### config.mk
export PLATFORM = sky130hd
export DESIGN_NAME = cs_dma
export DESIGN_NICKNAME = d
export VERILOG_FILES = /design/src/rtl/csdma_pkg.sv /design/src/rtl/csdma_arb.sv /design/src/rtl/csdma_seq.sv /design/src/rtl/csdma_dp.sv /design/src/rtl/cs_dma.sv
export SDC_FILE = /design/constraint.sdc
export NUM_CORES = 1
export LEC_CHECK = 0
export BUFFER_PORTS_ARGS = -buffer_cell sky130_fd_sc_hd__buf_2
export CAP_MARGIN = 40
export CELL_PAD_IN_SITES_DETAIL_PLACEMENT = 1
export CELL_PAD_IN_SITES_GLOBAL_PLACEMENT = 2
export CORE_ASPECT_RATIO = 1.5
export CORE_MARGIN = 5
export CORE_UTILIZATION = 19
export CTS_BUF_LIST = sky130_fd_sc_hd__clkbuf_8
export DETAILED_ROUTE_END_ITERATION = 8
export HOLD_SLACK_MARGIN = 0.05
export PLACE_DENSITY = 0.86
export SYNTH_ARGS = -nofsm -noshare
export SYNTH_HDL_FRONTEND = slang
export SYNTH_HIERARCHICAL = 1
export SYNTH_SLANG_ARGS = --single-unit
### constraint.sdc
create_clock -name clk -period 2 [get_ports clk]
set_input_delay 0.3 -clock clk [delete_from_list [all_inputs] [get_ports clk]]
set_output_delay 0.3 -clock clk [all_outputs]
set_load 0.01 [all_outputs]
### src/rtl/csdma_pkg.sv
package csdma_pkg;
   typedef enum logic [2:0] {
      ST_IDLE,
      ST_CNT_RD,
      ST_CNT_WR,
      ST_ADR_RD,
      ST_ADR_WR,
      ST_XFER,
      ST_PRESENT
   } step_t;
endpackage

### src/rtl/csdma_arb.sv
module csdma_arb #(
   parameter int NCH = 8,
   localparam int IW = $clog2(NCH)
) (
   input  logic [NCH-1:0] req,
   output logic           any_req,
   output logic [IW-1:0]  win_idx
);
   logic [NCH-1:0] win;

   for (genvar i = 0; i < NCH; i++) begin : g_pri
      if (i == 0) begin : g_head
         assign win[i] = req[i];
      end else begin : g_tail
         assign win[i] = req[i] & ~|req[i-1:0];
      end
   end

   assign any_req = |req;

   always_comb begin
      win_idx = '0;
      for (int i = 0; i < NCH; i++) begin
         if (win[i]) win_idx = IW'(i);
      end
   end
endmodule

### src/rtl/csdma_seq.sv
module csdma_seq
   import csdma_pkg::*;
#(
   parameter int NCH = 8,
   localparam int IW = $clog2(NCH)
) (
   input  logic           clk,
   input  logic           rst_n,
   input  logic           any_req,
   input  logic [IW-1:0]  win_idx,
   input  logic [NCH-1:0] ch_dir,
   output step_t          step,
   output logic [IW-1:0]  cur_ch,
   output logic           cur_out
);
   always_ff @(posedge clk) begin
      if (!rst_n) begin
         step    <= ST_IDLE;
         cur_ch  <= '0;
         cur_out <= 1'b0;
      end else begin
         case (step)
            ST_IDLE: begin
               if (any_req) begin
                  cur_ch  <= win_idx;
                  cur_out <= ch_dir[win_idx];
                  step    <= ST_CNT_RD;
               end
            end
            ST_CNT_RD:  step <= ST_CNT_WR;
            ST_CNT_WR:  step <= ST_ADR_RD;
            ST_ADR_RD:  step <= ST_ADR_WR;
            ST_ADR_WR:  step <= ST_XFER;
            ST_XFER:    step <= cur_out ? ST_PRESENT : ST_IDLE;
            ST_PRESENT: step <= ST_IDLE;
            default:    step <= ST_IDLE;
         endcase
      end
   end
endmodule

### src/rtl/csdma_dp.sv
module csdma_dp
   import csdma_pkg::*;
#(
   parameter int NCH  = 8,
   parameter int DW   = 18,
   parameter int AW   = 15,
   parameter int BASE = 0,
   localparam int IW  = $clog2(NCH)
) (
   input  logic              clk,
   input  logic              rst_n,
   input  step_t             step,
   input  logic [IW-1:0]     cur_ch,
   input  logic              cur_out,
   input  logic [NCH*DW-1:0] dev_wdata,
   input  logic [DW-1:0]     mem_rdata,
   output logic              mem_en,
   output logic              mem_we,
   output logic [AW-1:0]     mem_addr,
   output logic [DW-1:0]     mem_wdata,
   output logic [DW-1:0]     dev_rdata,
   output logic [NCH-1:0]    ch_done,
   output logic [NCH-1:0]    ch_ovf
);
   logic [DW-1:0] bumped;
   logic [AW-1:0] cnt_loc;
   logic [AW-1:0] adr_loc;
   logic [AW-1:0] xfer_addr;
   logic          wrap_seen;
   logic          ovf_fire;
   logic          last_step;

   assign bumped    = mem_rdata + DW'(1);
   assign cnt_loc   = AW'(BASE) + AW'({cur_ch, 1'b0});
   assign adr_loc   = cnt_loc + AW'(1);
   assign last_step = (step == ST_XFER && !cur_out) || (step == ST_PRESENT);

   always_ff @(posedge clk) begin
      if (!rst_n) begin
         xfer_addr <= '0;
         wrap_seen <= 1'b0;
         ovf_fire  <= 1'b0;
      end else begin
         if (step == ST_CNT_WR) wrap_seen <= (bumped == '0);
         if (step == ST_ADR_WR) xfer_addr <= bumped[AW-1:0];
         ovf_fire <= last_step && wrap_seen;
      end
   end

   always_comb begin
      mem_en    = 1'b0;
      mem_we    = 1'b0;
      mem_addr  = '0;
      mem_wdata = '0;
      case (step)
         ST_CNT_RD: begin
            mem_en   = 1'b1;
            mem_addr = cnt_loc;
         end
         ST_CNT_WR: begin
            mem_en    = 1'b1;
            mem_we    = 1'b1;
            mem_addr  = cnt_loc;
            mem_wdata = bumped;
         end
         ST_ADR_RD: begin
            mem_en   = 1'b1;
            mem_addr = adr_loc;
         end
         ST_ADR_WR: begin
            mem_en    = 1'b1;
            mem_we    = 1'b1;
            mem_addr  = adr_loc;
            mem_wdata = bumped;
         end
         ST_XFER: begin
            mem_en    = 1'b1;
            mem_we    = !cur_out;
            mem_addr  = xfer_addr;
            mem_wdata = cur_out ? '0 : dev_wdata[cur_ch*DW +: DW];
         end
         default: ;
      endcase
   end

   assign dev_rdata = (step == ST_PRESENT) ? mem_rdata : '0;
   assign ch_done   = last_step ? (NCH'(1) << cur_ch) : '0;
   assign ch_ovf    = ovf_fire ? (NCH'(1) << cur_ch) : '0;
endmodule

### src/rtl/cs_dma.sv
module cs_dma
   import csdma_pkg::*;
#(
   parameter int NCH  = 8,
   parameter int DW   = 18,
   parameter int AW   = 15,
   parameter int BASE = 0,
   localparam int IW  = $clog2(NCH)
) (
   input  logic              clk,
   input  logic              rst_n,
   input  logic [NCH-1:0]    ch_req,
   input  logic [NCH-1:0]    ch_dir,
   input  logic [NCH*DW-1:0] dev_wdata,
   output logic [NCH-1:0]    ch_done,
   output logic [NCH-1:0]    ch_ovf,
   output logic [DW-1:0]     dev_rdata,
   output logic              mem_en,
   output logic              mem_we,
   output logic [AW-1:0]     mem_addr,
   output logic [DW-1:0]     mem_wdata,
   input  logic [DW-1:0]     mem_rdata,
   output logic              cpu_stall,
   input  logic              pi_req,
   output logic              pi_grant
);
   initial begin
      assert (NCH >= 2) else $error("cs_dma: NCH must be at least 2");
      assert (DW >= AW) else $error("cs_dma: DW must hold an address");
      assert (BASE % 2 == 0) else $error("cs_dma: BASE must be even");
      assert (BASE + 2 * NCH <= (1 << AW)) else $error("cs_dma: state block exceeds memory");
   end

   logic          any_req;
   logic [IW-1:0] win_idx;
   logic [IW-1:0] cur_ch;
   logic          cur_out;
   step_t         step;

   csdma_arb #(.NCH(NCH)) u_arb (
      .req     (ch_req),
      .any_req (any_req),
      .win_idx (win_idx)
   );

   csdma_seq #(.NCH(NCH)) u_seq (
      .clk     (clk),
      .rst_n   (rst_n),
      .any_req (any_req),
      .win_idx (win_idx),
      .ch_dir  (ch_dir),
      .step    (step),
      .cur_ch  (cur_ch),
      .cur_out (cur_out)
   );

   csdma_dp #(.NCH(NCH), .DW(DW), .AW(AW), .BASE(BASE)) u_dp (
      .clk       (clk),
      .rst_n     (rst_n),
      .step      (step),
      .cur_ch    (cur_ch),
      .cur_out   (cur_out),
      .dev_wdata (dev_wdata),
      .mem_rdata (mem_rdata),
      .mem_en    (mem_en),
      .mem_we    (mem_we),
      .mem_addr  (mem_addr),
      .mem_wdata (mem_wdata),
      .dev_rdata (dev_rdata),
      .ch_done   (ch_done),
      .ch_ovf    (ch_ovf)
   );

   assign cpu_stall = (step != ST_IDLE);
   assign pi_grant  = pi_req && !cpu_stall && !any_req;
endmodule

== Yosys cells after proc, flatten, opt, wreduce, memory -nomap -nowiden ==
Index checks and enable logic that the tools add are counted.
Word-level totals
  memory bits (read-only): 0
  word-level logic and storage cells: 76
  register bits after elaboration: 24
  memories kept: 0
  bits of input ports: 181
  bits in writable memories: 0
  latch bits: 0
Cells by class
  $mul: 1
  reduce and logical (&&, ||, !) cells: 30
  magnitude comparators: 1
  bitwise operators: 7
  div/mod/pow operators: 0
  shift-type cells: 2
  add/subtract/negate cells: 2
  equal/unequal tests: 7
  multiplexer cells: 20
Operators by type and width (number)
  $shiftx A144 B9 Y18: 1
  $pmux W15 S3: 1
  $mux W18: 2
  $pmux W18 S2: 1
  $mux W3: 8
  $add A18 B1 Y18 const B: 1
  $logic_not A18 Y1: 1
  $pmux W3 S6: 1
  $mux W8: 2
  $logic_not A1 Y1: 10
  $reduce_or A5 Y1: 2
  $eq A3 B3 Y1 const B: 3
  $reduce_or A2 Y1: 4
  $reduce_or A8 Y1: 1
  $shl A1 B3 Y8 const A: 1
  $and A1 B1 Y1: 7
  $mul A3 B4 Y7 const B: 1
  $reduce_or A7 Y1: 1
  $eq A3 B2 Y1 const B: 2
  $reduce_or A6 Y1: 1
  $add A4 B1 Y5 const B: 1
  $logic_and A1 B1 Y1: 4
  $lt A3 B4 Y1 const B: 1
  $reduce_or A4 Y1: 1
  other kinds (10): 12

== Logic depth before layout (Yosys ltp) ==
  depth after elaboration: 11
  mapped depth: 7
  depth with buffers taken out: 6

== Modules after synthesis ==
The synthesis kept the hierarchy.
Modules (own cells, without submodules)
  csdma_dp: seq. area each 340.3 sq um, instances 1, cells an instance 312, area an instance 2813.9 sq um
  csdma_seq: seq. area each 140.1 sq um, instances 1, cells an instance 34, area an instance 360.3 sq um
  csdma_arb: seq. area each 0.0 sq um, instances 1, cells an instance 15, area an instance 87.6 sq um
  cs_dma: seq. area each 0.0 sq um, instances 1, cells an instance 2, area an instance 23.8 sq um

== Least setup slack after synthesis ==
No wires, ideal clock.
  path type: register -> output
  start: register u_seq.step[2]
  end: output port mem_wdata[10]
  slack: 23 ps
  stages on the path, launching flop included: 7
  buffers on the path: 3
  data arrival time: 1677 ps
  required time: 1700 ps
  cell sequence: dfxtp_1 > buf_2 > nand2b_1 > a21o_1 > clkbuf_1 > clkbuf_1 > o22ai_1
On the way
  cells in the longest elaborated chain, start to end: 3
  elaborated cells between the ends (all ways): 5
  classes of those cells: eq/ne: 3; mux: 1; reduce/logical: 1
Ends and longest elaborated chain
  start, declared: line csdma_seq.sv:12  | output step_t step,
  start signal, assigned: line csdma_seq.sv:34  | ST_XFER: step <= cur_out ? ST_PRESENT : ST_IDLE;
  $eq A3 B3 Y1 / $eq A3 B2 Y1 (equally long branches): line csdma_dp.sv:55  | case (step)
  $reduce_or A2 Y1 (no source line)
  $pmux W18 S2 (*): line csdma_dp.sv:55
  end, declared: line cs_dma.sv:21  | output logic [DW-1:0] mem_wdata,
Every way passes the cells marked *; elsewhere a longest branch is shown, timed or not.

== Worst setup path after layout ==
  start: register u_seq.cur_ch[0]
  end: output port mem_wdata[17]
On the way
  cells in the longest elaborated chain, start to end: 4
Ends and longest elaborated chain
  start, declared: line csdma_seq.sv:13  | output logic [IW-1:0] cur_ch,
  start signal, assigned: line csdma_seq.sv:25  | cur_ch <= win_idx;
  $mul A3 B4 Y7: line csdma_dp.sv:80  | mem_wdata = cur_out ? '0 : dev_wdata[cur_ch*DW +: DW];
  $shiftx A144 B9 Y18: line csdma_dp.sv:80
  $mux W18: line csdma_dp.sv:80
  $pmux W18 S2: line csdma_dp.sv:55
Every way passes these cells.

==> results.json <==
{
  "min_path_type": "flop to flop",
  "finalHoldViolCount": 0,
  "io-pin-count": 252,
  "yosys.area_share.xor_xnor": 0.0427,
  "syn_avg_cell_area_um2": 9.05,
  "synth_area_leaders": "mux4_2, dfxtp_1, mux2i_1",
  "slew_violations": 0,
  "cts_tree": "done",
  "worstPathArrival_ns": 1.90,
  "synth_edf_count": 0,
  "htree_levels": 1,
  "min-delay-start": "u_dp/xfer_addr[5]$_SDFFE_PN0N_",
  "async_flop_share": 0,
  "synth_top_family_by_area": "multiplexers",
  "via_count": 4058,
  "use_met2": 0.300,
  "finClkSkew_ns": 0.00491,
  "initial_core_util": 0.191,
  "clock-sinks": 24,
  "synth_largest_area_cell": "mux4_2",
  "clk_path_buf_depth": 2,
  "synth.top_cell.area_share": 0.254,
  "worstSetupStartpointType": "flop",
  "drt_iter0_markers": 114,
  "vdd_drop_max_mv": 0.155,
  "nNetsFinal": 811,
  "placed_cells": 831,
  "grt_busiest_layer": "met2",
  "crit_required_ns": 1.70,
  "syn_nets": 545,
  "hold_buffers": 0,
  "core-area_um2": 17200,
  "area.growth.synth_to_final_pct": 57.7,
  "r2r_start": "u_seq/step[1]$_SDFFE_PN0P_",
  "fin_crit_sh": 1.10,
  "worstSetupPathType": "flop to output pin",
  "fin_ws_ns": -0.203,
  "layout-drive-gt1-share": 0.580,
  "drv_cap": 0,
  "wire_per_inst_um": 20.1,
  "stdcell_count": 841,
  "grt_remaining_overflow": 0,
  "fmax_ghz": 0.454,
  "min_period_ns": 2.20,
  "gp_congestion": 0.864,
  "ys_ff_latch": 24,
  "cp_max_fo": 7,
  "drt_first_pass_iters": 4,
  "placementRows": 59,
  "ys_seq_area_frac": 0.146,
  "finalInstanceArea_um2": 5180,
  "status": "finished with violations",
  "yosysWarnings": 6,
  "synth-simple-area-share": 0.246,
  "netlist_area_um2": 3290,
  "grt_pass1_vias": 4490,
  "final-setup-viol-count": 18,
  "path_clk_slew_ns": 0.09,
  "detail_route.drc_violations": 0,
  "grt_pass1_wl_um": 25600,
  "grt.total_usage": 0.161,
  "max-slew-margin-rel": 0.640,
  "numCtsBuffers": 3,
  "synth_fa_ha_area_frac": 0.00381,
  "layout_common_cells": "buf_2, mux4_2, buf_4",
  "worstMarginPinSlew_ns": 0.537,
  "insertion_delay_ns": 0.27,
  "grt_setup_unrepaired": "true",
  "grt_max_degree": 35,
  "cellLeakagePower_uw": 0.00259,
  "dieArea_um2": 20100,
  "portBuffers": 251,
  "wl_um": 16900,
  "postRouteAntennaNets": 0,
  "synth-compound-area-share": 0.154,
  "hpwl_um": 14500,
  "failed_checks": "negative setup slack",
  "dpl_cell_area_um2": 4970,
  "fin_setup_tns_ns": -2.64,
  "cts_root_buffer": "clkbuf_8",
  "via_per_inst": 4.83,
  "p_per_area_nw_per_um2": 338,
  "syn_inst": 363,
  "startpoint": "u_seq/cur_ch[0]$_SDFFE_PN0P_",
  "use_met1": 0.176,
  "die_w_um": 117,
  "die_h_um": 171,
  "num_antenna_cells": 0,
  "synth.distinct_cells": 54,
  "synthMuxAreaShare": 0.336,
  "whs_ns": 0.500,
  "synthFlopType": "dfxtp_1",
  "critPathCaptureType": "output pin",
  "met3_usage": 0.0354,
  "antenna_found_initial": 0,
  "final_common_cell": "buf_2"
}
-- where the power goes --
group	switching [µW]	total, µW	internal (µW)	leakage (µW)
registers	17.3	514	497	0.000196
logic	417	896	479	0.00236
clock network	163	339	176	0.0000288
total	597	1750	1150	0.00259
-- cell type report --
type                            instances  area (µm²)
Clock buffer                            4        55.1
Fill cell                            2132       12000
Inverter                               10        37.5
Multi-Input combinational cell        293        2630
Sequential cell                        24         487
Tap cell                              213         267
Timing Repair Buffer                  297        1710
-- kinds of logic (layout without fill, tap and decap cells) --
family	count (synthesis)	count (layout)
and+or+nand+nor	143	143
adders and majority gates	1	1
AOI/OAI and AO/OA	69	69
muxes	64	64
buffers and inverters	46	311
xor gates and xnor gates	16	16
DFF	24	24
-- what timing repair did --
action | in CTS | in global routing
buffers inserted | 7 | 1
pin swaps | 11 | 4
endpoints found under the setup margin | 27 | 25
cloned | 3 | 0
gates resized for setup | 19 | 10
endpoints found under the hold margin | 0 | 0
-- flip-flops by register name (all words and copies together) (netlist names) --
register	flops
u_dp/wrap_seen	1
u_dp/xfer_addr	15
u_seq/step	3
u_seq/cur_ch	3
u_dp/ovf_fire	1
u_seq/cur_out	1
-- worst max-delay path, cell delays in order (launching register included) --
cell	delay [ns]
dfxtp_4	0.39
buf_12	0.14
buf_8	0.12
mux4_2	0.52
mux2i_2	0.22
o22ai_1	0.09
buf_2	0.16
-- synth_stat cells, types with 4 or more instances --
cell	count
nor3_1	10
mux2i_1	26
buf_6	6
o211a_1	14
a211oi_1	5
mux4_2	37
a21oi_1	4
xor2_1	5
xnor2_1	11
nor2b_1	4
o22ai_1	18
clkbuf_1	16
nor2_1	25
nor4_1	7
nand4_1	4
buf_2	6
o21ai_0	10
buf_1	5
inv_1	10
nand3_1	8
dfxtp_1	24
nand2b_1	5
and2_1	29
nand2_1	33
-- layer usage --
| metal | up-vias | part of all wire |
|---|---|---|
| met1 | 1956 | 0.38 |
| li1 | 1911 | - |
| met2 | 161 | 0.52 |
| met3 | 30 | 0.062 |
| met5 | - | 0 |
| met4 | 0 | 0.041 |
-- path summary, 6_finish.rpt --
check                                   endpoint  slack (ns)  depth (start not counted)
hold / removal    u_dp/xfer_addr[5]$_SDFFE_PN0N_        0.50                          1
setup / recovery                   mem_wdata[17]       -0.20                          6
hold reg to reg   u_dp/xfer_addr[5]$_SDFFE_PN0N_        0.50                          1
setup reg to reg     u_dp/wrap_seen$_SDFFE_PN0N_        0.29                          5
-- through the flow --
step	power, µW	worst slack, ns	utilization
5_1_grt	1870	-0.320	0.301
3_5_place_dp	1370	-0.00180	0.289
6_report	1750	-0.203	0.301
4_1_cts	1790	-0.272	0.303
2_1_floorplan	966	0.0225	-
3_3_place_gp	1360	-0.0139	0.289
No activity file was read; power rests on OpenSTA's default activity.
